File: src/rtl/xe_pkg.sv
package xe_pkg;

  typedef enum logic [2:0] {
    XE_ACK    = 3'd0,
    XE_CRC    = 3'd1,
    XE_TMO    = 3'd2,
    XE_BADPID = 3'd3,
    XE_BABBLE = 3'd4,
    XE_BUFERR = 3'd5,
    XE_NAK    = 3'd6,
    XE_NYET   = 3'd7
  } xe_code_e;

  typedef struct packed {
    logic count_err;
    logic babble;
    logic buf_err;
  } xe_class_t;

  // Sort one outcome into the three kinds of effect it can have.
  function automatic xe_class_t xe_classify(input xe_code_e c, input logic setup,
                                            input logic hs, input logic csplit);
    xe_class_t r;
    r = '0;
    case (c)
      XE_CRC, XE_TMO, XE_BADPID: r.count_err = 1'b1;
      XE_BABBLE:                 r.babble    = 1'b1;
      XE_BUFERR:                 r.buf_err   = 1'b1;
      XE_NAK:                    r.count_err = (hs & setup) | (~hs & csplit);
      XE_NYET:                   r.count_err = hs & setup;
      default:                   r = '0;
    endcase
    return r;
  endfunction

endpackage

File: src/rtl/xe_decode.sv
module xe_decode
  import xe_pkg::*;
#(
  parameter int CODE_W = 3
) (
  input  logic              res_vld,
  input  logic [CODE_W-1:0] res_code,
  input  logic              res_setup,
  input  logic              res_hs,
  input  logic              res_csplit,
  output logic              evt_cnt,
  output logic              evt_bab,
  output logic              evt_buf
);

  xe_class_t cls;

  always_comb begin
    cls     = xe_classify(xe_code_e'(res_code), res_setup, res_hs, res_csplit);
    evt_cnt = res_vld & cls.count_err;
    evt_bab = res_vld & cls.babble;
    evt_buf = res_vld & cls.buf_err;
  end

endmodule

File: src/rtl/xe_entry.sv
module xe_entry #(
  parameter int CERR_W    = 2,
  parameter int CERR_INIT = 3
) (
  input  logic              clk,
  input  logic              rst_n,
  input  logic              entry_load,
  input  logic [CERR_W-1:0] load_cerr,
  input  logic              evt_cnt,
  input  logic              evt_bab,
  input  logic              evt_buf,
  output logic [CERR_W-1:0] cerr,
  output logic              xact_err,
  output logic              babble,
  output logic              halted,
  output logic              halt_evt
);

  localparam logic [CERR_W-1:0] INIT_V = CERR_W'(CERR_INIT);
  localparam logic [CERR_W-1:0] ONE_V  = CERR_W'(1);

  // Countdown that stops at zero; a zero count no longer counts.
  function automatic logic [CERR_W-1:0] cerr_step(input logic [CERR_W-1:0] v);
    return (v == '0) ? v : v - ONE_V;
  endfunction

  logic accept;
  logic exhaust;

  assign accept   = ~entry_load & ~halted;
  assign exhaust  = accept & evt_cnt & (cerr == ONE_V);
  assign halt_evt = exhaust | (accept & evt_bab);

  always_ff @(posedge clk or negedge rst_n) begin
    if (!rst_n) begin
      cerr     <= INIT_V;
      xact_err <= 1'b0;
      babble   <= 1'b0;
      halted   <= 1'b0;
    end else if (entry_load) begin
      cerr     <= load_cerr;
      xact_err <= 1'b0;
      babble   <= 1'b0;
      halted   <= 1'b0;
    end else if (accept) begin
      if (evt_cnt) begin
        xact_err <= 1'b1;
        cerr     <= cerr_step(cerr);
      end
      if (evt_buf) xact_err <= 1'b1;
      if (evt_bab) babble   <= 1'b1;
      if (halt_evt) halted  <= 1'b1;
    end
  end

endmodule

File: src/rtl/xe_irq.sv
module xe_irq #(
  parameter int THR_W = 8
) (
  input  logic             clk,
  input  logic             rst_n,
  input  logic             frame_tick,
  input  logic [THR_W-1:0] irq_thr,
  input  logic             src,
  input  logic             sts_wr,
  input  logic             sts_wdata,
  output logic             thr_hit,
  output logic             pend,
  output logic             err_sts
);

  localparam int CW = THR_W + 1;

  logic [THR_W-1:0] tick_cnt;
  logic             clr_req;

  // A boundary is the tick that makes the count reach the threshold; zero acts as one.
  assign thr_hit = frame_tick & (({1'b0, tick_cnt} + CW'(1)) >= {1'b0, irq_thr});
  assign clr_req = sts_wr & sts_wdata;

  always_ff @(posedge clk or negedge rst_n) begin
    if (!rst_n) begin
      tick_cnt <= '0;
      pend     <= 1'b0;
      err_sts  <= 1'b0;
    end else begin
      if (thr_hit)         tick_cnt <= '0;
      else if (frame_tick) tick_cnt <= tick_cnt + 1'b1;
      pend    <= (pend & ~thr_hit) | src;
      err_sts <= (err_sts & ~clr_req) | (thr_hit & pend);
    end
  end

endmodule

File: src/rtl/xact_err_tracker.sv
module xact_err_tracker #(
  parameter int CERR_W    = 2,
  parameter int CERR_INIT = 3,
  parameter int THR_W     = 8,
  parameter int CODE_W    = 3
) (
  input  logic              clk,
  input  logic              rst_n,
  input  logic              entry_load,
  input  logic [CERR_W-1:0] load_cerr,
  input  logic              res_vld,
  input  logic [CODE_W-1:0] res_code,
  input  logic              res_setup,
  input  logic              res_hs,
  input  logic              res_csplit,
  input  logic              frame_tick,
  input  logic [THR_W-1:0]  irq_thr,
  input  logic              sts_wr,
  input  logic              sts_wdata,
  output logic [CERR_W-1:0] cerr,
  output logic              xact_err,
  output logic              babble,
  output logic              halted,
  output logic              err_sts
);

  logic evt_cnt;
  logic evt_bab;
  logic evt_buf;
  logic halt_evt;
  logic thr_hit;
  logic pend;

  xe_decode #(.CODE_W(CODE_W)) u_dec (
    .res_vld   (res_vld),
    .res_code  (res_code),
    .res_setup (res_setup),
    .res_hs    (res_hs),
    .res_csplit(res_csplit),
    .evt_cnt   (evt_cnt),
    .evt_bab   (evt_bab),
    .evt_buf   (evt_buf)
  );

  xe_entry #(.CERR_W(CERR_W), .CERR_INIT(CERR_INIT)) u_ent (
    .clk       (clk),
    .rst_n     (rst_n),
    .entry_load(entry_load),
    .load_cerr (load_cerr),
    .evt_cnt   (evt_cnt),
    .evt_bab   (evt_bab),
    .evt_buf   (evt_buf),
    .cerr      (cerr),
    .xact_err  (xact_err),
    .babble    (babble),
    .halted    (halted),
    .halt_evt  (halt_evt)
  );

  xe_irq #(.THR_W(THR_W)) u_irq (
    .clk       (clk),
    .rst_n     (rst_n),
    .frame_tick(frame_tick),
    .irq_thr   (irq_thr),
    .src       (halt_evt),
    .sts_wr    (sts_wr),
    .sts_wdata (sts_wdata),
    .thr_hit   (thr_hit),
    .pend      (pend),
    .err_sts   (err_sts)
  );

endmodule

File: config.mk
export PLATFORM = sky130hd
export DESIGN_NAME = xact_err_tracker
export DESIGN_NICKNAME = d
export VERILOG_FILES = /design/src/rtl/xe_pkg.sv /design/src/rtl/xe_decode.sv /design/src/rtl/xe_entry.sv /design/src/rtl/xe_irq.sv /design/src/rtl/xact_err_tracker.sv
export SDC_FILE = /design/constraint.sdc
export NUM_CORES = 1
export LEC_CHECK = 0
export BUFFER_PORTS_ARGS = -buffer_cell sky130_fd_sc_hd__buf_2
export CAP_MARGIN = 5
export CELL_PAD_IN_SITES_DETAIL_PLACEMENT = 1
export CELL_PAD_IN_SITES_GLOBAL_PLACEMENT = 2
export CORE_MARGIN = 2
export CORE_UTILIZATION = 27
export CTS_CLUSTER_DIAMETER = 200
export DETAILED_ROUTE_END_ITERATION = 8
export PLACE_DENSITY_LB_ADDON = 0.1
export SYNTH_ARGS = -nofsm -noshare
export SYNTH_HDL_FRONTEND = slang
export SYNTH_HIERARCHICAL = 1
export SYNTH_SLANG_ARGS = --single-unit
File: constraint.sdc
create_clock -name clk -period 2.5 [get_ports clk]
set_input_delay 0.25 -clock clk [delete_from_list [all_inputs] [get_ports clk]]
set_output_delay 0.25 -clock clk [all_outputs]
set_load 0.02 [all_outputs]
-- Word level (Yosys, flattened, before mapping)
Index checks and enable logic that the tools add are counted.
- bits in registers: 15
- input port bits: 23
- logic and storage cells: 74
- $add $sub $neg: 3
- magnitude comparators: 1
- equal/unequal tests: 9
- mux-type cells: 19
- bitwise logic cells: 23
- reductions and logical operators: 12
- operators by type and width (operator ; count):
    8-bit two-way mux ; 2
    1-bit AND ; 14
    3-bit equality test (second input constant) ; 4
    1-bit two-way mux ; 12
    2-bit nonzero test ; 5
    8-bit by 1-bit adder with 9-bit output (second input constant) ; 1
    9-bit by 8-bit greater-or-equal comparator with 1-bit output ; 1
    8-bit by 1-bit adder with 8-bit output (second input constant) ; 1
    2-bit two-way mux ; 4
    3-bit by 2-bit equality test with 1-bit output (second input constant) ; 2
    2-bit AND reduction ; 3
    1-bit inverter ; 5
    1-bit bitwise OR ; 4
    3-bit by 1-bit equality test with 1-bit output (second input constant) ; 1
    1-bit case mux with 3 select lines ; 1
    3-bit AND reduction ; 1
    3-bit nonzero test ; 1
    3-bit OR reduction ; 1
    2-bit by 1-bit equality test with 1-bit output (second input constant) ; 1
    2-bit zero test ; 1
    2-bit inequality test (second input constant) ; 1
    2-bit by 1-bit subtractor with 2-bit output (second input constant) ; 1

-- Depth between registers and ports, before layout
- word-level depth: 11
- gate-level depth with buffers: 11
- gate-level depth less buffers: 10

-- Modules after synthesis
Netlist, hierarchy kept.
- modules (own cells, without submodules) (module ; instances ; cells an instance ; area each (um^2) ; seq. area each (um^2)):
    xe_irq ; 1 ; 82 ; 753.2 ; 250.2
    xe_entry ; 1 ; 27 ; 262.8 ; 127.6
    xe_decode ; 1 ; 6 ; 55.1 ; 0.0

-- Least setup slack after synthesis
Ideal clock, no wire load.
- path type: reg-to-reg
- start: reg u_irq.tick_cnt[0]
- end: reg u_irq.err_sts
- library setup time: 0.122 ns
- data arrival time: 2.489 ns
- slack: -0.110 ns
- cell stages (with the launch flop): 12
- period minus slack after synthesis: 2.610 ns
- path through: dfrtp_1 ha_1 nand3_1 nor3_2 xor2_1 ha_1 a21o_1 a221oi_2 o21ai_2 a31o_1 buf_6 a32o_1
- longest elaborated chain between the ends: 5
- ends and longest elaborated chain (what ; RTL line ; source):
    start, declared ; xe_irq.sv:18 ; logic [THR_W-1:0] tick_cnt;
    start signal, assigned ; xe_irq.sv:32 ; else if (frame_tick) tick_cnt <= tick_cnt + 1'b1;
    8-bit by 1-bit adder with 9-bit output ; xe_irq.sv:22 ; assign thr_hit = frame_tick & (({1'b0, tick_cnt} + CW'(1)) >= {1'b0, irq_thr});
    9-bit by 8-bit greater-or-equal comparator with 1-bit output ; xe_irq.sv:22 ;
    1-bit AND ; xe_irq.sv:22 ;
    1-bit AND ; xe_irq.sv:34 ; err_sts <= (err_sts & ~clr_req) | (thr_hit & pend);
    1-bit bitwise OR ; xe_irq.sv:34 ;
    end signal, assigned ; xe_irq.sv:34 ;
    end, declared ; xe_irq.sv:13 ; output logic err_sts
Every way passes these cells.
A chain may end at the register's enable or synchronous reset.

-- Final worst setup path
Same ends and word-level chain as after synthesis.

==> results.cfg <==
[timing]
final-setup-viol-count = 0
layout_setup_ws_ns = 0.122
period_minus_slack_ns = 2.38
slew_viol_final = 0
report.final.hold_viol_count = 0
worst_pin_slew_ns = 0.415
final.setup.tns_ns = 0
relSlewSlack_pct = 72.0
fmax_ghz = 0.420
rsz0062_at_grt = yes
fin_worst_skew_ns = 0.00621
fin_crit_sh_pct = 95.1

[critical_path]
reg2reg_from = u_irq/tick_cnt[0]
worst-path-max-fanout = 3
cp_slowest_cell = dfrtp_1
worst-r2r-setup-slack_ns = 0.12
cp-end-kind = flip-flop
r2r_end = u_irq/err_sts
worstSetupPathType = reg2reg
required_ns = 2.64
reg2regPathDepth = 10
crit_start = u_irq/tick_cnt[0]
endpoint = u_irq/err_sts
critPathMaxStageDelay_ns = 0.40
path_cells = ha_4, nand3_4, nor3_4, xor2_1, ha_1, a21o_1, a221oi_2, o21ai_2, a31o_1, a32o_1
cp.arrival_ns = 2.52
startpoint_type = flip-flop

[floorplan]
rows = 22
initial_utilization_pct = 28.7
coreArea_sq_mm = 0.00372
ios = 29
dieArea_sq_mm = 0.00446
die_h_microns = 66.8
die_x_microns = 66.8

[final_layout]
diodes = 0
finish.instance_area_sq_mm = 0.00151
final.fill_count = 463
fin_nets = 193
multi_input_area_sq_um = 694
fin_util_pct = 40.5
drive_gt1_share_pct = 42.4
syn_to_final_growth_pct = 41.4
seq_area_sq_um = 379
layout.cells.non_filler = 206

[route]
drt-total-wl_microns = 2530
remaining_drc_errors = 0
drt_pass1_iterations = 4
wl_per_cell_microns = 12.3
ant_nets = 0
drtIter0Drc = 46
viasPerCell = 4.70
num_vias = 969

[global_routing]
grt_pass1_wl_microns = 4040
grt-ovfl-total = 0
grt_pass1_vias = 923
antenna_found_initial = 0
grt_max_degree = 19
track_usage_pct = 12.1

[power]
power.leakage_nw = 0.765
combPwrFrac_pct = 49.1
irDropWorstVdd_mv = 0.333
p_int_mw = 0.693
clock_power_share_pct = 18.2
powerDensity_mw_per_mm2 = 710
power_switching_mw = 0.376
sw_frac_of_total_pct = 35.2
seq_power_share_pct = 32.7

[place]
place_ws_ns = -0.0131
placed_cells = 194
dp_hpwl_microns = 2010
io_buffers = 28
place_congestion = 0.739
post_dp_cell_area_sq_mm = 0.00133

[cts]
htree_levels = 1
cts_tree = yes
cts.clk_slew.worst_paths_ns = 0.06
clock-sinks = 15
cts_buffers = 3
cts_root_buffer = clkbuf_8
clk_latency_ns = 0.25
clk_path_buf_depth = 2

[synthesis]
syn_area_sq_mm = 0.00106
avgSynthCellArea_sq_um = 9.34
synthesis.nets = 148
syn_inst = 114
yosysWarningCount = 6

[outcome]
status = finished clean

[hold_path]
min_path_cells = 3
hold_class = in2reg

[flow_run]
max-cap-violations = 0
==> worst min-delay path by stage <==
stage / endpoint / startpoint
after CTS: u_ent/cerr[0] / load_cerr[0]
after global placement: u_irq/tick_cnt[6] / rst_n
final: u_ent/cerr[0] / load_cerr[0]
after global routing: u_ent/cerr[0] / load_cerr[0]
after detailed placement: u_irq/tick_cnt[6] / rst_n
after floorplan: u_ent/babble / rst_n
==> layout by cell type, fill, tap and decap left out, types with 2 or more instances in the layout <==
cell / instances
nor2b_1: 2
a21oi_1: 4
inv_1: 16
o21ai_0: 4
dfrtp_1: 12
xnor2_1: 3
nand2_1: 8
ha_1: 9
a21o_1: 3
a31oi_1: 3
nand3_1: 3
nor2_1: 3
dfstp_2: 2
buf_4: 14
clkbuf_8: 3
nand3b_1: 2
xor2_1: 2
nand2b_1: 3
o21ai_2: 2
ha_4: 2
o22ai_2: 3
buf_2: 28
==> cell type report <==
| class | count | area share, % |
|---|---|---|
| Multi-Input combinational cell | 79 | 46.1 |
| Sequential cell | 15 | 25.2 |
| Timing Repair Buffer | 44 | 17.7 |
| Inverter | 16 | 3.99 |
| Tap cell | 48 | 3.99 |
| Clock buffer | 4 | 2.99 |
==> state kept, by name (all words and copies together) (netlist names) <==
name	flops
u_ent/babble	1
u_irq/err_sts	1
u_ent/cerr	2
u_irq/tick_cnt	8
u_ent/xact_err	1
u_ent/halted	1
u_irq/pend	1
==> worst max-delay path, delay by kind of cell, from the launching register on <==
kind	cells	cell delay (ns)
compound gates	5	1.05
xor+xnor	1	0.17
fa+ha+maj	2	0.42
flops	1	0.40
simple gates	2	0.22
==> power groups by stage <==
stage          clock network (mW)  logic, mW  registers (mW)
6_report                    0.194      0.525           0.349
4_1_cts                     0.202      0.473           0.349
3_5_place_dp                    0      0.443           0.354
2_1_floorplan                   0      0.265           0.378
5_1_grt                     0.212      0.588           0.356
3_3_place_gp                    0      0.430           0.349
==> per-stage QoR <==
stage	hold WS (ns)	power, mW
after detailed placement	0.180	0.797
final	0.202	1.07
after floorplan	-0.0456	0.644
after CTS	0.200	1.02
after global placement	0.182	0.779
after global routing	0.219	1.16
==> routing by layer <==
layer / track usage [%] / wire, microns
met1: 15.6 / 1210
met2: 20.3 / 1200
met3: 3.55 / 105
met4: 2.30 / 20
met5: 0 / 0
==> repair_timing <==
item | CTS | global route
setup endpoints to repair | 7 | 9
hold buffers | 1 | 0
endpoints found under the hold margin | 13 | 0
buffers inserted | 3 | 4
pin swaps | 1 | 12
gates resized for setup | 0 | 11
No activity file was read; power rests on OpenSTA's default activity.
